$ cat src/rtl/cs_spreader_pkg.sv
// Package: shared constants and helper functions for the spreading code
// generator. Assumes CHIPS is 8 or 16.
package cs_spreader_pkg;

    localparam int SYM_W = 4;

    // Root word for a code size, MSB = first chip sent.
    function automatic logic [15:0] root_word(input int chips);
        if (chips == 8) return 16'h005C;
        return 16'h2F53;
    endfunction

    // Mask of chips at odd transmit positions (bit chips-1 is position 0).
    function automatic logic [15:0] odd_mask(input int chips);
        logic [15:0] m;
        m = '0;
        for (int p = 1; p < chips; p += 2) m[chips-1-p] = 1'b1;
        return m;
    endfunction

endpackage

$ cat src/rtl/cs_rotator.sv
// Module: cyclic right rotation of a W-bit word by a run-time amount.
// Assumes amt < W. Purely combinational.
module cs_rotator #(
    parameter int W     = 16,
    parameter int AMT_W = $clog2(W)
) (
    input  logic [W-1:0]     din,
    input  logic [AMT_W-1:0] amt,
    output logic [W-1:0]     dout
);
    logic [2*W-1:0] doubled;
    logic [2*W-1:0] shifted;

    // Rotate by shifting a doubled copy and keeping the low half.
    always_comb begin
        doubled = {din, din};
        shifted = doubled >> amt;
        dout    = shifted[W-1:0];
    end
endmodule

$ cat src/rtl/cs_codegen.sv
// Module: builds the codeword for one symbol from the stored root word.
// The symbol is decoded into a rotation amount and an inversion flag. The
// decode depends on CHIPS (8 or 16). Purely combinational.
module cs_codegen
    import cs_spreader_pkg::*;
#(
    parameter int CHIPS = 16
) (
    input  logic [SYM_W-1:0] sym,
    output logic [CHIPS-1:0] code
);
    localparam int AMT_W = $clog2(CHIPS);
    localparam logic [15:0] ROOT_FULL = root_word(CHIPS);
    localparam logic [15:0] MASK_FULL = odd_mask(CHIPS);
    localparam logic [CHIPS-1:0] ROOT = ROOT_FULL[CHIPS-1:0];
    localparam logic [CHIPS-1:0] MASK = MASK_FULL[CHIPS-1:0];

    logic [AMT_W-1:0] amt;
    logic             inv;
    logic [CHIPS-1:0] rotated;

    generate
        if (CHIPS == 8) begin : g_c8
            // 8-chip decode: bits [2:0] rotate, bit 3 inverts.
            always_comb begin
                amt = sym[2:0];
                inv = sym[3];
            end
        end else begin : g_c16
            // 16-chip decode: even rotation from bits [3:1], bit 0 inverts.
            always_comb begin
                amt = {sym[3:1], 1'b0};
                inv = sym[0];
            end
        end
    endgenerate

    cs_rotator #(.W(CHIPS), .AMT_W(AMT_W)) u_rot (
        .din (ROOT),
        .amt (amt),
        .dout(rotated)
    );

    // Apply the optional odd-position inversion.
    always_comb code = rotated ^ (inv ? MASK : '0);
endmodule

$ cat src/rtl/cs_serializer.sv
// Module: shifts a loaded codeword out MSB first, one chip per chip_en.
// Assumes load is only raised with chip_en while idle is high.
module cs_serializer #(
    parameter int CHIPS = 16
) (
    input  logic             clk,
    input  logic             rst_n,
    input  logic             chip_en,
    input  logic             load,
    input  logic [CHIPS-1:0] code_in,
    output logic             chip_out,
    output logic             chip_valid,
    output logic             chip_sos,
    output logic             idle
);
    localparam int CNT_W = $clog2(CHIPS);
    localparam logic [CNT_W-1:0] LAST = CNT_W'(CHIPS - 1);

    logic [CHIPS-1:0] shreg;
    logic [CNT_W-1:0] left;

    // Chips still waiting in the shift register.
    always_comb idle = (left == '0);

    // Advance the chip stream on each chip_en pulse.
    always_ff @(posedge clk) begin
        if (!rst_n) begin
            shreg      <= '0;
            left       <= '0;
            chip_out   <= 1'b0;
            chip_valid <= 1'b0;
            chip_sos   <= 1'b0;
        end else if (chip_en) begin
            if (load) begin
                chip_out   <= code_in[CHIPS-1];
                shreg      <= {code_in[CHIPS-2:0], 1'b0};
                left       <= LAST;
                chip_valid <= 1'b1;
                chip_sos   <= 1'b1;
            end else if (!idle) begin
                chip_out   <= shreg[CHIPS-1];
                shreg      <= {shreg[CHIPS-2:0], 1'b0};
                left       <= left - 1'b1;
                chip_valid <= 1'b1;
                chip_sos   <= 1'b0;
            end else begin
                chip_out   <= 1'b0;
                chip_valid <= 1'b0;
                chip_sos   <= 1'b0;
            end
        end
    end
endmodule

$ cat src/rtl/cs_spreader.sv
// Module: top of the spreading code generator. Takes 4-bit symbols on a
// valid/ready handshake and emits their codewords serially on chip_en.
// Assumes chip_en is a single-cycle pulse at the chip rate.
module cs_spreader
    import cs_spreader_pkg::*;
#(
    parameter int CHIPS = 16
) (
    input  logic             clk,
    input  logic             rst_n,
    input  logic             chip_en,
    input  logic             sym_valid,
    input  logic [SYM_W-1:0] sym_data,
    output logic             sym_ready,
    output logic             chip_out,
    output logic             chip_valid,
    output logic             chip_sos
);
    logic [CHIPS-1:0] code;
    logic             ser_idle;
    logic             accept;

    // Ready only on a chip tick when the previous symbol is finished.
    always_comb begin
        sym_ready = rst_n && chip_en && ser_idle;
        accept    = sym_valid && sym_ready;
    end

    cs_codegen #(.CHIPS(CHIPS)) u_codegen (
        .sym (sym_data),
        .code(code)
    );

    cs_serializer #(.CHIPS(CHIPS)) u_ser (
        .clk       (clk),
        .rst_n     (rst_n),
        .chip_en   (chip_en),
        .load      (accept),
        .code_in   (code),
        .chip_out  (chip_out),
        .chip_valid(chip_valid),
        .chip_sos  (chip_sos),
        .idle      (ser_idle)
    );
endmodule

$ cat config.mk
export PLATFORM = sky130hd
export DESIGN_NAME = cs_spreader
export DESIGN_NICKNAME = d
export VERILOG_FILES = /design/src/rtl/cs_spreader_pkg.sv /design/src/rtl/cs_rotator.sv /design/src/rtl/cs_codegen.sv /design/src/rtl/cs_serializer.sv /design/src/rtl/cs_spreader.sv
export SDC_FILE = /design/constraint.sdc
export NUM_CORES = 1
export LEC_CHECK = 0
export BUFFER_PORTS_ARGS = -buffer_cell sky130_fd_sc_hd__buf_4
export CAP_MARGIN = 20
export CORE_ASPECT_RATIO = 0.5
export CORE_MARGIN = 2
export CORE_UTILIZATION = 45
export CTS_CLUSTER_DIAMETER = 60
export DETAILED_ROUTE_END_ITERATION = 10
export PLACE_DENSITY = 0.63
export SLEW_MARGIN = 10
export SYNTH_ARGS = -nofsm -noshare
export SYNTH_HDL_FRONTEND = slang
export SYNTH_SLANG_ARGS = --single-unit
$ cat constraint.sdc
create_clock -name clk -period 2.2 [get_ports clk]
set_input_delay 0 -clock clk [delete_from_list [all_inputs] [get_ports clk]]
set_output_delay 0 -clock clk [all_outputs]
set_load 0.005 [all_outputs]
Word level (Yosys, flattened, before mapping)
Cells that the tools add are included.
{"block": "op_classes", "addsub": 1, "n_eq_ne": 1, "n_shift": 1, "n_mux": 10, "bitwise": 1, "n_reduce_logical": 5}
{"operator": "16-bit two-way mux", "n": 2}
{"operator": "30-bit by 4-bit >> shifter with 16-bit output (first input constant)", "n": 1}
{"operator": "16-bit XOR", "n": 1}
{"operator": "15-bit two-way mux", "n": 1}
{"operator": "4-bit two-way mux", "n": 2}
{"operator": "1-bit two-way mux", "n": 5}
{"operator": "4-bit zero test", "n": 1}
{"operator": "4-bit by 1-bit subtractor with 4-bit output (second input constant)", "n": 1}
{"operator": "1-bit logical AND", "n": 3}
{"operator": "2-bit by 1-bit != test with 1-bit output (second input constant)", "n": 1}
{"operator": "2-bit AND reduction", "n": 1}
{"block": "totals", "reg_bits": 23, "out_inout_bits": 4, "word_cells": 24}

Depth between registers and ports, before layout
Gate-level depths: netlist of run 1.
{"block": "depth", "word_depth": 5, "depth_mapped": 8}

Cells and area by module
From an unflattened synthesis of run 1, not the netlist that was laid out.
{"block": "hier_totals", "hier_cells": 161, "area_unflattened_um2": 1989.4}
{"mod": "cs_serializer", "n_inst": 1, "cells_per_inst": 108, "area_per_inst_um2": 1059.8}
{"mod": "cs_rotator", "n_inst": 1, "cells_per_inst": 40, "area_per_inst_um2": 824.5}
{"mod": "cs_codegen", "n_inst": 1, "cells_per_inst": 11, "area_per_inst_um2": 88.8}
{"mod": "cs_spreader", "n_inst": 1, "cells_per_inst": 2, "area_per_inst_um2": 16.3}

Worst setup path after synthesis of run 1
No wires, ideal clock.
{"block": "synth_timing", "path_type": "register -> register", "start": "reg u_ser.left[0]", "end": "reg u_ser.shreg[15]", "setup_time_ns": 0.093, "arrival_time_ns": 1.590, "required_ns": 2.107, "path_slack_ns": 0.517, "stages_incl_launch_ff": 8, "n_path_buf": 2, "synth_period_minus_slack_ns": 1.683, "cell_sequence": "dfxtp_1 > inv_1 > ha_1 > or3b_1 > buf_6 > or2_1 > buf_6 > o311ai_2"}
{"block": "synth_between", "elab_chain_cells": 5, "elab_cells_between_ends": 6, "cone_classes": "eq/ne: 1; mux: 1; reduce/logical: 4"}
{"element": "from (decl)", "line_no": "cs_serializer.sv:20", "source": "logic [CNT_W-1:0] left;"}
{"element": "from (signal assigned)", "line_no": "cs_serializer.sv:43", "source": "left <= left - 1'b1;"}
{"element": "4-bit zero test *", "line_no": "cs_serializer.sv:23", "source": "always_comb idle = (left == '0);"}
{"element": "1-bit logical AND", "line_no": "cs_spreader.sv:25", "source": "sym_ready = rst_n && chip_en && ser_idle;"}
{"element": "1-bit logical AND", "line_no": "cs_spreader.sv:26", "source": "accept = sym_valid && sym_ready;"}
{"element": "2-bit by 1-bit != test with 1-bit output (no line)"}
{"element": "2-bit AND reduction (no line)"}
{"element": "to (signal assigned)", "line_no": "cs_serializer.sv:36", "source": "shreg <= {code_in[CHIPS-2:0], 1'b0};"}
{"element": "to (signal assigned)", "line_no": "cs_serializer.sv:42", "source": "shreg <= {shreg[CHIPS-2:0], 1'b0};"}
{"element": "to (decl)", "line_no": "cs_serializer.sv:19", "source": "logic [CHIPS-1:0] shreg;"}
Mark *: on every way between the ends. The rest lies on a longest branch, timed or not.
A chain may end at the register's enable or synchronous reset.

Worst setup path in the final report of run 1
{"block": "layout_timing", "start": "reg u_ser.left[0]", "end": "reg u_ser.shreg[4]"}
Same word-level chain as after synthesis.

==> flow_summary.json, run 1 <==
{
  "maxCapViolCount": 0,
  "syn_area_per_cell_um2": 8.210,
  "synth.most_common_cell": "nand2_1",
  "required_ns": 2.35,
  "synth_fp_nets": 176,
  "skew_ns": 0.004291,
  "drt_iter0_markers": 82,
  "hold_buffers": 0,
  "synth.distinct_cells": 34,
  "vdd_ir_drop_max_v": 0.0002456,
  "clk_latency_ns": 0.26,
  "ant_nets": 0,
  "ys_ff_latch": 22,
  "syn_area_um2": 1330,
  "die_x_um": 80.89,
  "vias": 1122,
  "synth_cells": 162,
  "wl_per_cell_um": 14.17,
  "grt_pass1_vias": 1031,
  "powerDensity_nw_per_um2": 767.1,
  "grt_max_degree": 28,
  "slew_viol_final": 0,
  "crit_type": "reg2reg",
  "synth_compound_area_share_pct": 20.51,
  "async_reset_ff_share_pct": 0,
  "rows": 13,
  "initial_core_util_pct": 49.26,
  "die_h_um": 42.44,
  "overflow": 0,
  "yosys_warnings": 0,
  "synth-edff-count": 0,
  "cts_setup_buffers": 0,
  "cts-resized-gates": 0,
  "synth_top_family_by_area": "simple AND/OR/NAND/NOR gates",
  "clkTransAtPathRegs_ns": 0.08,
  "start_kind": "register",
  "synthSimpleGateAreaFrac_pct": 20.60,
  "cts_made_buffers": 3,
  "worstPathMaxFanout": 16,
  "fin_setup_tns_ns": 0,
  "grtUsageTotal_pct": 18.45,
  "worst_slack_ns": 0.1930,
  "setup_violations": 0,
  "dpl_worst_slack_ns": 0.2200,
  "diodes": 0,
  "synth_xor_area_share_pct": 4.610,
  "area_growth_pct": 10.44,
  "netlist_top_cells_count": "nand2_1 (23), dfxtp_1 (22), o21ai_0 (14)",
  "numPortBuffers": 11,
  "post_synth_mux_area_share_pct": 7.526,
  "critPathArrivalTime_ns": 2.16,
  "yosysTopAreaCellShare_pct": 33.11,
  "ys_top_cells_by_area": "dfxtp_1 (33%), mux2i_1 (7.5%), nand2_1 (6.5%)",
  "finalWirelength_um": 2877,
  "clk_path_buf_depth": 2,
  "hold_viol": 0,
  "rsz0062_at_grt": "no",
  "drt-vias-per-instance": 5.527,
  "leakagePower_nw": 0.5548,
  "antenna_found_initial": 0,
  "synth_fa_ha_area_share_pct": 5.644,
  "fin_crit_sh_pct": 91.23,
  "status": "complete, no violations",
  "grt_pass1_wl_um": 4836,
  "cp-end-kind": "register",
  "htreeDepth": 1,
  "cts_tree": "built",
  "max_slew_margin_pct": 68.81,
  "dp_hpwl_um": 2040,
  "total_power_mw": 1.127,
  "nets": 181,
  "firstDrtPassIters": 5,
  "yosysSeqAreaShare_pct": 33.11,
  "ios": 12,
  "worstHoldPathType": "in2reg",
  "place_inst": 199,
  "final_cells": 203,
  "place_congestion": 0.8403,
  "drive_gt1_share_pct": 12.65,
  "coreArea_um2": 2700,
  "cts.sinks": 22,
  "die_area_um2": 3433,
  "synth_area_leader_cell": "dfxtp_1",
  "worst_pin_slew_ns": 0.4668,
  "cts_root_buffer": "clkbuf_8",
  "synthFlopType": "dfxtp_1",
  "fmax_mhz": 498.3,
  "period_needed_ns": 2.007,
  "ff2ff_setup_slack_ns": 0.19,
  "route.detailed.drc": 0
}
[sequential cells by signal, summed over array words and instances (netlist names)]
signal,flops
u_ser.chip_valid,1
u_ser.left,4
u_ser.chip_out,1
u_ser.chip_sos,1
u_ser.shreg,15
[logic make-up (layout without fill, tap and decap cells)]
logic type / after synthesis / after routing
xor+xnor: 7 / 7
mux: 10 / 10
buf+inv: 21 / 25
compound gates: 40 / 40
flops: 22 / 22
simple gates: 56 / 56
fa+ha+maj: 6 / 6
[worst paths after layout]
kind                           startpoint                            to  cells after the start
max            u_ser.left[0]$_SDFFE_PN0P_   u_ser.shreg[4]$_SDFFE_PN0P_                      6
min                               chip_en   u_ser.chip_out$_SDFFE_PN0P_                      2
max reg2reg    u_ser.left[0]$_SDFFE_PN0P_   u_ser.shreg[4]$_SDFFE_PN0P_                      6
min reg2reg  u_ser.shreg[10]$_SDFFE_PN0P_  u_ser.shreg[10]$_SDFFE_PN0P_                      2
[layer usage]
| metal | wire length (um) | GRT usage (%) |
|---|---|---|
| met3 | 108 | 4.526 |
| met5 | 0 | 0 |
| met2 | 1272 | 27.44 |
| met4 | 0 | 4.068 |
| met1 | 1496 | 26.76 |
[report_power, final]
group | internal (mW) | total, mW | switching [mW]
clock network | 0.243 | 0.378 | 0.135
registers | 0.439 | 0.468 | 0.0291
logic | 0.110 | 0.281 | 0.171
total | 0.792 | 1.13 | 0.335
[worst max-delay path, cell delays in order (launching register included)]
cell	delay, ns
dfxtp_1	0.34
inv_1	0.08
ha_1	0.16
or3b_1	0.51
nor2_4	0.45
mux2i_1	0.24
o22ai_1	0.09
[final cells by class]
type | instances | area (um^2)
sequential | 22 | 440.4
multi-input combinational | 119 | 783.3
tap | 37 | 46.29
clock buffer | 3 | 41.29
timing repair buffer | 13 | 97.59
clock inverter | 1 | 30.03
inverter | 8 | 30.03
fill | 262 | 1231
[metrics by stage]
| stage | util [%] | hold slack, ns | cell area (um^2) |
|---|---|---|---|
| floorplan | - | 0.1818 | 1330 |
| global placement | 51.76 | 0.3094 | 1398 |
| detailed placement | 51.76 | 0.3134 | 1398 |
| CTS | 54.40 | 0.02241 | 1469 |
| global route | 54.40 | 0.04789 | 1469 |
| finish | 54.40 | 0.03526 | 1469 |
[cells in the final DEF, fill, tap and decap left out, drive strengths merged]
cell    instances
or3b            1
o311ai          2
o32ai           2
nor3b           1
o21ai          14
nand2b          4
or2             1
clkbuf          3
xor2            4
nor2            9
nor3            1
or3             1
and3            1
a21boi          1
xnor2           3
a21oi           8
inv             8
a22oi           1
nand3           7
o211ai          4
mux2i          10
bufinv          1
ha              6
nand3b          2
a211oi          1
nand2          23
buf            13
o22ai           3
nand4           5
a311oi          1
a31oi           3
dfxtp          22
Note: power is estimated with default switching activity, not from simulation.
==> inputs of run 2 (changes only) <==
CORE_MARGIN = 8   (was 2)
PLACE_DENSITY = default   (was 0.63)
==> flow_summary.json, run 2 (same netlist as run 1, synthesis figures left out) <==
{
  "diodes": 0,
  "max_slew_margin_pct": 69.94,
  "drt_iter0_markers": 42,
  "wl_per_cell_um": 14.09,
  "worstPathMaxFanout": 16,
  "largest_reg_flops": 15,
  "layout_common_cells": "nand2_1 (23), dfxtp_1 (22), o21ai_0 (14)",
  "worst_pin_slew_ns": 0.4498,
  "final_core_util_pct": 49.61,
  "finalWirelength_um": 2889,
  "antenna_found_initial": 0,
  "worstHoldPathType": "in2reg",
  "cpMaxStageDelayCell": "or3b_1",
  "period_needed_ns": 2.006,
  "drive_gt1_share_pct": 12.12,
  "crit_type": "reg2reg",
  "crit_chain": "inv_1 -> ha_1 -> or3b_1 -> nor2_4 -> mux2i_1 -> o22ai_1",
  "cts_root_buffer": "clkbuf_8",
  "final_cells": 205,
  "grt_pass1_wl_um": 4823,
  "startpoint": "u_ser.left[0]$_SDFFE_PN0P_",
  "hold_buffers": 0,
  "ant_nets": 0,
  "cts_tree": "built",
  "initial_core_util_pct": 45.74,
  "die_h_um": 54.44,
  "grtUsageTotal_pct": 12.15,
  "ios": 12,
  "setup_violations": 0,
  "grt_pass1_vias": 998,
  "ff2ff_setup_slack_ns": 0.19,
  "largest_registers": "u_ser.shreg x15, u_ser.left x4",
  "numPortBuffers": 11,
  "firstDrtPassIters": 4,
  "skew_ns": 0.001327,
  "leakagePower_nw": 0.5407,
  "die_area_um2": 5057,
  "fin_crit_sh_pct": 91.18,
  "cts_made_buffers": 3,
  "rows": 14,
  "vias": 1110,
  "clk_path_buf_depth": 2,
  "start_kind": "register",
  "cp_top_family": "simple AND/OR/NAND/NOR gates",
  "hold_ws_ns": 0.03251,
  "place_inst": 202,
  "area_growth_pct": 8.466,
  "overflow": 0,
  "rsz0062_at_grt": "no",
  "status": "complete, no violations",
  "clkTransAtPathRegs_ns": 0.07,
  "cpPeakStageDelay_ns": 0.51,
  "maxCapViolCount": 0,
  "grt_max_degree": 28,
  "critPathArrivalTime_ns": 2.15,
  "fin_setup_tns_ns": 0,
  "cts_setup_buffers": 0,
  "die_x_um": 92.89,
  "powerDensity_nw_per_um2": 689.2,
  "drt-vias-per-instance": 5.415,
  "cp-end-kind": "register",
  "clk_latency_ns": 0.26,
  "mostFrequentLayoutCell": "nand2_1",
  "cts.sinks": 22,
  "hold_viol": 0,
  "coreArea_um2": 2908,
  "route.detailed.drc": 0,
  "htreeDepth": 1,
  "largest_register": "u_ser.shreg",
  "vdd_ir_drop_max_v": 0.0002469,
  "slew_viol_final": 0,
  "critPathBufInv": 1,
  "required_ns": 2.35,
  "nets": 181,
  "place_congestion": 0.8152,
  "cts-resized-gates": 0,
  "total_power_uw": 994.3,
  "hold_path.startpoint": "chip_en",
  "fmax_mhz": 498.5,
  "dp_hpwl_um": 2081,
  "reg2reg_from": "u_ser.left[0]$_SDFFE_PN0P_"
}
[run 2: metal layers]
| metal | vias up | track usage, % | wire, um |
|---|---|---|---|
| li1 | 575 | - | - |
| met1 | 509 | 16.57 | 1536 |
| met4 | 0 | 3.958 | 29 |
| met3 | 4 | 2.599 | 160 |
| met5 | - | 0 | 0 |
| met2 | 22 | 18.93 | 1164 |
[run 2: area by class of cell]
cell class | count | area (um^2)
Tap cell | 40 | 50.05
Fill cell | 300 | 1465
Sequential cell | 22 | 440.4
Clock buffer | 3 | 41.29
Inverter | 8 | 30.03
Multi-Input combinational cell | 119 | 783.3
Timing Repair Buffer | 13 | 97.59
[run 2: worst paths after layout]
| check | endpoint | cells after the start |
|---|---|---|
| setup / recovery | u_ser.shreg[10]$_SDFFE_PN0P_ | 6 |
| hold / removal | u_ser.chip_out$_SDFFE_PN0P_ | 2 |
| setup reg to reg | u_ser.shreg[10]$_SDFFE_PN0P_ | 6 |
| hold reg to reg | u_ser.shreg[6]$_SDFFE_PN0P_ | 2 |
[run 2: stage by stage]
stage | cell area [um^2] | worst slack, ns
final | 1443 | 0.1939
after global placement | 1401 | 0.3055
after CTS | 1443 | 0.1905
after detailed placement | 1401 | 0.2136
after global routing | 1443 | 0.01198
after floorplan | 1330 | 0.5170
[run 2: power by group]
group	leakage, nW	total (mW)	internal [mW]	switching (mW)
Clock	0.0216	0.247	0.122	0.125
Sequential	0.180	0.466	0.439	0.0278
Combinational	0.339	0.280	0.110	0.170
Total	0.541	0.994	0.671	0.323
